--- src/rtl/gw_pkg.sv ---
package gw_pkg;

    localparam int unsigned PWD_W   = 32;
    localparam int unsigned DATA_W  = 32;
    localparam int unsigned ADDR_W  = 3;
    // opcode (2) + password + lock (1) + data + address
    localparam int unsigned FRAME_W = 2 + PWD_W + 1 + DATA_W + ADDR_W;
    localparam int unsigned LEN_W   = $clog2(FRAME_W + 1);

    localparam logic [1:0] OP_WRITE = 2'd0;
    localparam logic [1:0] OP_READ  = 2'd1;
    localparam logic [1:0] OP_TRACE = 2'd2;

    typedef enum logic [2:0] {
        ST_IDLE,
        ST_SETTLE,
        ST_START,
        ST_BIT_ON,
        ST_BIT_GAP,
        ST_PROG,
        ST_RX
    } gw_state_e;

    typedef struct packed {
        gw_state_e            st;
        logic [FRAME_W-1:0]   frame;
        logic [LEN_W-1:0]     left;
        logic                 wr;
        logic                 done;
    } gw_regs_t;

    function automatic int unsigned gw_max(int unsigned a, int unsigned b);
        return (a > b) ? a : b;
    endfunction

endpackage

--- src/rtl/gw_frame_build.sv ---
module gw_frame_build
    import gw_pkg::*;
(
    input  logic [1:0]         op,
    input  logic               pwd_en,
    input  logic [PWD_W-1:0]   pwd,
    input  logic [DATA_W-1:0]  data,
    input  logic [ADDR_W-1:0]  addr,
    output logic [FRAME_W-1:0] frame,
    output logic [LEN_W-1:0]   len
);

    logic [FRAME_W-1:0] acc;
    logic [LEN_W-1:0]   n;
    logic               is_trace;
    logic               is_write;

    // Bits accumulate right-aligned, then the frame is left-aligned so that
    // the sequencer always transmits bit FRAME_W-1.
    always_comb begin
        is_trace = (op == OP_TRACE);
        is_write = (op == OP_WRITE);
        acc      = FRAME_W'({1'b1, is_trace});
        n        = LEN_W'(2);
        if (!is_trace) begin
            if (pwd_en) begin
                acc = (acc << PWD_W) | FRAME_W'(pwd);
                n   = n + LEN_W'(PWD_W);
            end
            acc = acc << 1;                     // lock bit, always 0
            n   = n + LEN_W'(1);
            if (is_write) begin
                acc = (acc << DATA_W) | FRAME_W'(data);
                n   = n + LEN_W'(DATA_W);
            end
            acc = (acc << ADDR_W) | FRAME_W'(addr);
            n   = n + LEN_W'(ADDR_W);
        end
        frame = acc << (LEN_W'(FRAME_W) - n);
        len   = n;
    end

endmodule

--- src/rtl/gw_dur_timer.sv ---
module gw_dur_timer #(
    parameter int unsigned CNT_W = 8
) (
    input  logic             clk,
    input  logic             rst_n,
    input  logic             tick,
    input  logic             load,
    input  logic [CNT_W-1:0] load_val,
    output logic             expired
);

    logic [CNT_W-1:0] cnt_d, cnt_q;

    always_comb begin
        cnt_d = cnt_q;
        if (load) begin
            cnt_d = load_val;
        end else if (tick && (cnt_q != '0)) begin
            cnt_d = cnt_q - CNT_W'(1);
        end
    end

    always_ff @(posedge clk or negedge rst_n) begin
        if (!rst_n) cnt_q <= '0;
        else        cnt_q <= cnt_d;
    end

    assign expired = (cnt_q == '0);

endmodule

--- src/rtl/rfid_gap_writer.sv ---
module rfid_gap_writer
    import gw_pkg::*;
#(
    parameter int unsigned SETTLE_TICKS = 150000,
    parameter int unsigned START_TICKS  = 250,
    parameter int unsigned ZERO_TICKS   = 144,
    parameter int unsigned ONE_TICKS    = 400,
    parameter int unsigned GAP_TICKS    = 160,
    parameter int unsigned PROG_TICKS   = 20000,
    parameter int unsigned RX_TICKS     = 4096
) (
    input  logic         clk,
    input  logic         rst_n,
    input  logic         tick,
    input  logic         req_valid,
    output logic         req_ready,
    input  logic [1:0]   req_op,
    input  logic         req_pwd_en,
    input  logic [31:0]  req_pwd,
    input  logic [31:0]  req_data,
    input  logic [2:0]   req_addr,
    output logic         field_en,
    output logic         rx_window,
    output logic         done
);

    localparam int unsigned MAX_T = gw_max(gw_max(gw_max(SETTLE_TICKS, START_TICKS),
                                                  gw_max(ZERO_TICKS, ONE_TICKS)),
                                           gw_max(gw_max(GAP_TICKS, PROG_TICKS), RX_TICKS));
    localparam int unsigned CNT_W = $clog2(MAX_T + 1);

    // Each phase loads its length minus one: the state change costs one cycle.
    localparam logic [CNT_W-1:0] LD_SETTLE = CNT_W'(SETTLE_TICKS - 1);
    localparam logic [CNT_W-1:0] LD_START  = CNT_W'(START_TICKS - 1);
    localparam logic [CNT_W-1:0] LD_ZERO   = CNT_W'(ZERO_TICKS - 1);
    localparam logic [CNT_W-1:0] LD_ONE    = CNT_W'(ONE_TICKS - 1);
    localparam logic [CNT_W-1:0] LD_GAP    = CNT_W'(GAP_TICKS - 1);
    localparam logic [CNT_W-1:0] LD_PROG   = CNT_W'(PROG_TICKS - 1);
    localparam logic [CNT_W-1:0] LD_RX     = CNT_W'(RX_TICKS - 1);

    gw_regs_t           r_d, r_q;
    logic               tmr_load;
    logic [CNT_W-1:0]   tmr_val;
    logic               tmr_exp;
    logic [FRAME_W-1:0] fb_frame;
    logic [LEN_W-1:0]   fb_len;
    logic               cur_bit;

    gw_frame_build u_frame (
        .op     (req_op),
        .pwd_en (req_pwd_en),
        .pwd    (req_pwd),
        .data   (req_data),
        .addr   (req_addr),
        .frame  (fb_frame),
        .len    (fb_len)
    );

    gw_dur_timer #(.CNT_W(CNT_W)) u_timer (
        .clk      (clk),
        .rst_n    (rst_n),
        .tick     (tick),
        .load     (tmr_load),
        .load_val (tmr_val),
        .expired  (tmr_exp)
    );

    always_comb begin
        r_d      = r_q;
        r_d.done = 1'b0;
        tmr_load = 1'b0;
        tmr_val  = '0;
        cur_bit  = r_q.frame[FRAME_W-1];
        unique case (r_q.st)
            ST_IDLE: begin
                if (req_valid) begin
                    r_d.st    = ST_SETTLE;
                    r_d.frame = fb_frame;
                    r_d.left  = fb_len;
                    r_d.wr    = (req_op == OP_WRITE);
                    tmr_load  = 1'b1;
                    tmr_val   = LD_SETTLE;
                end
            end
            ST_SETTLE: begin
                if (tmr_exp) begin
                    r_d.st   = ST_START;
                    tmr_load = 1'b1;
                    tmr_val  = LD_START;
                end
            end
            ST_START: begin
                if (tmr_exp) begin
                    r_d.st   = ST_BIT_ON;
                    tmr_load = 1'b1;
                    tmr_val  = cur_bit ? LD_ONE : LD_ZERO;
                end
            end
            ST_BIT_ON: begin
                if (tmr_exp) begin
                    r_d.st    = ST_BIT_GAP;
                    r_d.frame = r_q.frame << 1;
                    r_d.left  = r_q.left - LEN_W'(1);
                    tmr_load  = 1'b1;
                    tmr_val   = LD_GAP;
                end
            end
            ST_BIT_GAP: begin
                if (tmr_exp) begin
                    tmr_load = 1'b1;
                    if (r_q.left != '0) begin
                        r_d.st  = ST_BIT_ON;
                        tmr_val = cur_bit ? LD_ONE : LD_ZERO;
                    end else if (r_q.wr) begin
                        r_d.st  = ST_PROG;
                        tmr_val = LD_PROG;
                    end else begin
                        r_d.st  = ST_RX;
                        tmr_val = LD_RX;
                    end
                end
            end
            ST_PROG, ST_RX: begin
                if (tmr_exp) begin
                    r_d.st   = ST_IDLE;
                    r_d.done = 1'b1;
                end
            end
            default: r_d.st = ST_IDLE;
        endcase
    end

    always_ff @(posedge clk or negedge rst_n) begin
        if (!rst_n) begin
            r_q.st    <= ST_IDLE;
            r_q.frame <= '0;
            r_q.left  <= '0;
            r_q.wr    <= 1'b0;
            r_q.done  <= 1'b0;
        end else begin
            r_q <= r_d;
        end
    end

    assign req_ready = (r_q.st == ST_IDLE);
    assign field_en  = (r_q.st == ST_SETTLE) || (r_q.st == ST_BIT_ON) ||
                       (r_q.st == ST_PROG)   || (r_q.st == ST_RX);
    assign rx_window = (r_q.st == ST_RX);
    assign done      = r_q.done;

endmodule

--- config.mk ---
export PLATFORM = sky130hd
export DESIGN_NAME = rfid_gap_writer
export DESIGN_NICKNAME = d
export VERILOG_FILES = /design/src/rtl/gw_pkg.sv /design/src/rtl/gw_frame_build.sv /design/src/rtl/gw_dur_timer.sv /design/src/rtl/rfid_gap_writer.sv
export SDC_FILE = /design/constraint.sdc
export NUM_CORES = 1
export LEC_CHECK = 0
export BUFFER_PORTS_ARGS = -buffer_cell sky130_fd_sc_hd__buf_2
export CAP_MARGIN = 20
export CORE_AREA = 3 3 107 109
export CTS_CLUSTER_SIZE = 10
export DETAILED_ROUTE_END_ITERATION = 8
export DIE_AREA = 0 0 110 112
export PLACE_DENSITY = 0.85
export RECOVER_POWER = 100
export SLEW_MARGIN = 20
export SYNTH_ARGS = -nofsm -noshare
export SYNTH_HDL_FRONTEND = slang
export SYNTH_SLANG_ARGS = --single-unit
--- constraint.sdc ---
create_clock -name clk -period 5.5 [get_ports clk]
set_clock_uncertainty 0.2 [all_clocks]
set_input_delay 0.55 -clock clk [delete_from_list [all_inputs] [get_ports clk]]
set_output_delay 0.55 -clock clk [all_outputs]
set_load 0.02 [all_outputs]
==> metrics.md <==
| Metric | Value |
|---|---|
| Run status | `finished with violations` |
| Violated checks | `max-capacitance violations, max-slew violations` |
| Fin Hold WS | `roughly 270 ps` |
| Cells taking the most area after synthesis | `dfrtp_1 (40%), a21oi_1 (7.8%), o21ai_0 (7.7%), nor2_1 (6.2%), nand3_1 (5.5%)` |
| Cell count of the worst reg-to-reg path | `6` |
| Boundary Pins | `approximately 80` |
| Final Wtd Congestion | `around 1` |
| CTS H-tree lvls | `3` |
| Share of flip-flops with an asynchronous set or reset | `1.00` |
| Number of warnings printed during yosys synthesis | `0` |
| Clock tree from TritonCTS | `done` |
| Number of buffers inserted by port buffering | `between 70 and 80` |
| Count of pins over their slew limit | `141` |
| Vias in the first global route | `~5,900` |
| Worst reg2reg path startpoint | `r_q[79]` |
| GR Util met1 | `0.371` |
| Clk buf depth | `2` |
| Net count of the finished layout | `923` |
| Critical Setup Path Class | `flip-flop to flip-flop` |
| Overall routing resource usage | `0.273` |
| Most frequent cell after synthesis | `nor2_1` |
| # rows | `38` |
| Top cells by instance count after synthesis | `nor2_1 (103), dfrtp_1 (100), a21oi_1 (98)` |
| Slowest CP cell | `clkbuf_1` |
| Capture point of the critical path | `u_timer.cnt_q[11]` |
| Most area-hungry cell type in the Yosys netlist | `dfrtp_1` |
| Share of the synthesized area in the top cell type | `0.399` |
| CTS root buffer | `clkbuf_8` |
| Insertion delay of the later-clocked pin in the worst-skew pair | `between 300 and 400 ps` |
| Met2 track demand over resource in global routing | `0.447` |
| Detail Route Antenna Nets | `0` |
| Overall routed net length | `16,300 um` |
| Gr busiest metal | `met2` |
| First DRT Iteration DRCs | `~740` |
| Highest Clock Rate | `0.242 GHz` |
| Setup ws final | `1360 ps` |
| Post-synthesis average cell area | `roughly 7.7 sq um` |
| Residual DRC | `0` |
| Library cells used by synthesis | `55` |
| Req. time, crit path | `between 5000 and 6000 ps` |
| Total setup violations reported at the end of the flow | `0` |
| Number of hold buffers added after cts | `0` |
| Cells resized by post-CTS repair | `0` |
| Critical path depth in cells | `6` |
| Worst setup SP type | `flip-flop` |
| Most used flip-flop cell after synthesis | `dfrtp_1` |
| Net count after synthesis | `a little under 900` |
| Count of mapped cells out of synthesis | `816` |
| Worst relative slew slack | `-0.837` |
| Critical hold path startpoint | `req_addr[0]` |
| Pin count of the biggest net entering global routing | `just over 70` |
| First-pass GRT wire length | `between 20,000 and 30,000 um` |
| Number of flops mapped to enable cells by yosys | `0` |
| Antenna Cells | `0` |
| Setup TNS | `0 ps` |
| Final hold violation count | `0` |
| Number of antenna violations at the first check in global routing | `0` |
| Worst min path class | `input pin to flip-flop` |
| Post-Place Worst Slack | `between 1000 and 1500 ps` |
| Flip-flop and latch count after synthesis | `100` |
| Clock edge transition at the registers on the reported setup and hold paths | `around 100 ps` |
| Final period utilization | `0.752` |
| Capturing element type of the critical path | `flip-flop` |
| Power Density | `364 mW/mm^2` |
| Post-synthesis sequential area ratio | `0.399` |
| End of the worst register-to-register path | `u_timer.cnt_q[11]` |
| Utilization after layout | `0.639` |
| Slack of the worst reg-to-reg path | `around 1400 ps` |
| Die height | `about 110 um` |
| Synthesis-to-layout area growth | `8.97%` |
| Crit-path max cell delay | `roughly 1300 ps` |
| Max cap viols | `3` |
| Overflow left after global routing | `0` |
| Width of the die | `110 um` |
| Critical path origin | `r_q[79]` |
| Setup repair after global routing missed its margin | `no` |
| Number of buffers added by the clock tree synthesis step | `9` |
| Layout cells sized above 1 | `0.125` |
| Starting density of the core | `0.587` |
| Vias | `about 6,300` |
| Ordered list of cells on the worst path | `nor3_1 > nand2_1 > clkbuf_1 > o31ai_2 > a311oi_1 > o32a_1` |
| Lkg Pwr | `roughly 2.8 nW` |
| CP max FO | `45` |
| Post-DR vias/cell | `6.32` |
| Largest voltage drop on the vdd net | `0.219 mV` |
| Die Outline Area | `~0.012 sq mm` |
| Global-route met3 utilization | `0.0354` |
| Wirelength per Cell | `about 17 um` |
| Data arrival, critical path | `approximately 4200 ps` |
| Worst Tran Pin Value | `between 2000 and 3000 ps` |
| CORE AREA | `~0.011 sq mm` |
| Buffers plus inverters on the worst setup path | `1` |
| Min Tclk post-route | `4140 ps` |
| Total number of clock tree sinks | `100` |
| 1st-pass router iterations | `7` |
| Cell family contributing the most delay on the critical path | `buffers and inverters` |
| Combined area of all synthesized cells | `about 0.0063 sq mm` |
| Estimated wirelength of the detail-placed design | `between 10,000 and 15,000 um` |
| Setup fix buffers added after clock tree synthesis | `0` |
[power by group]
part	total, mW	leakage [nW]	internal (mW)	switching (mW)
clock network	0.505	0.102	0.253	0.252
logic	0.754	1.52	0.306	0.447
registers	1.23	1.18	1.02	0.209
[metrics by stage]
step	cells	power [mW]	instance area, sq um
after floorplan	816	1.77	6280
after detailed placement	974	1.99	6670
after global routing	989	2.67	6840
after CTS	989	2.49	6870
after global placement	974	1.93	6670
final	989	2.49	6840
[worst min-delay path by stage]
stage                         end  slack (ps)  depth (start not counted)
after floorplan           cur_bit          50                          0
after global placement     r_q[9]         260                          2
after detailed placement   r_q[9]         270                          2
after CTS                    done          40                          1
after global routing       r_q[9]         270                          3
final                      r_q[9]         270                          3
[tightest hold or removal path, stage by stage]
cell and delay [ps]:
buf_2 130, nand2_1 60, o21ai_0 60
[cell families (layout without fill, tap and decap cells)]
logic type / after synthesis / after routing / synth area share
simple gates: 321 / 321 / 0.236
compound gates: 289 / 289 / 0.281
flops: 100 / 100 / 0.399
buf+inv: 85 / 118 / 0.0512
xor+xnor: 11 / 11 / 0.0154
fa+ha+maj: 5 / 5 / 0.00957
mux: 5 / 5 / 0.00857
[flip-flops by register name, indices dropped and copies added (netlist names)]
name and flops:
cur_bit 1, done 1, u_timer.cnt_q 18, r_q 80
[layer usage]
metal | routed length, um | vias up | share of wire
met5 | 0 | - | 0
met4 | 354 | 0 | 0.022
met3 | 1100 | 37 | 0.067
met2 | 8100 | 275 | 0.50
met1 | 6780 | 2965 | 0.41
li1 | - | 2978 | -
[final cells by class]
class	count	area [sq um]
clock buffers	10	128
clock inverters	5	77.6
fillers	943	3860
inverters	16	60.1
multi-input cells	631	3460
flip-flops and latches	100	2500
well taps	140	175
repair buffers	87	438
[cell usage in the layout (no fill, tap or decap), types with 3 or more instances in the layout]
cell type and instances:
a211oi_1 3, a21boi_0 26, a21oi_1 98, a31oi_1 9, a32o_1 26, and3_1 5
buf_2 72, buf_4 5, clkbuf_1 9, clkbuf_8 9, dfrtp_1 100, ha_1 3
inv_1 16, mux2_2 3, nand2_1 84, nand2b_1 3, nand3_1 68, nand4_1 4
nor2_1 102, nor2b_1 5, nor3_1 17, nor4_1 5, o211ai_1 4, o21a_1 5
o21ai_0 97, or2_2 4, or3_1 6, or4_1 5, xnor2_1 7, xor2_1 4
Power figures use the tool's default switching activity.
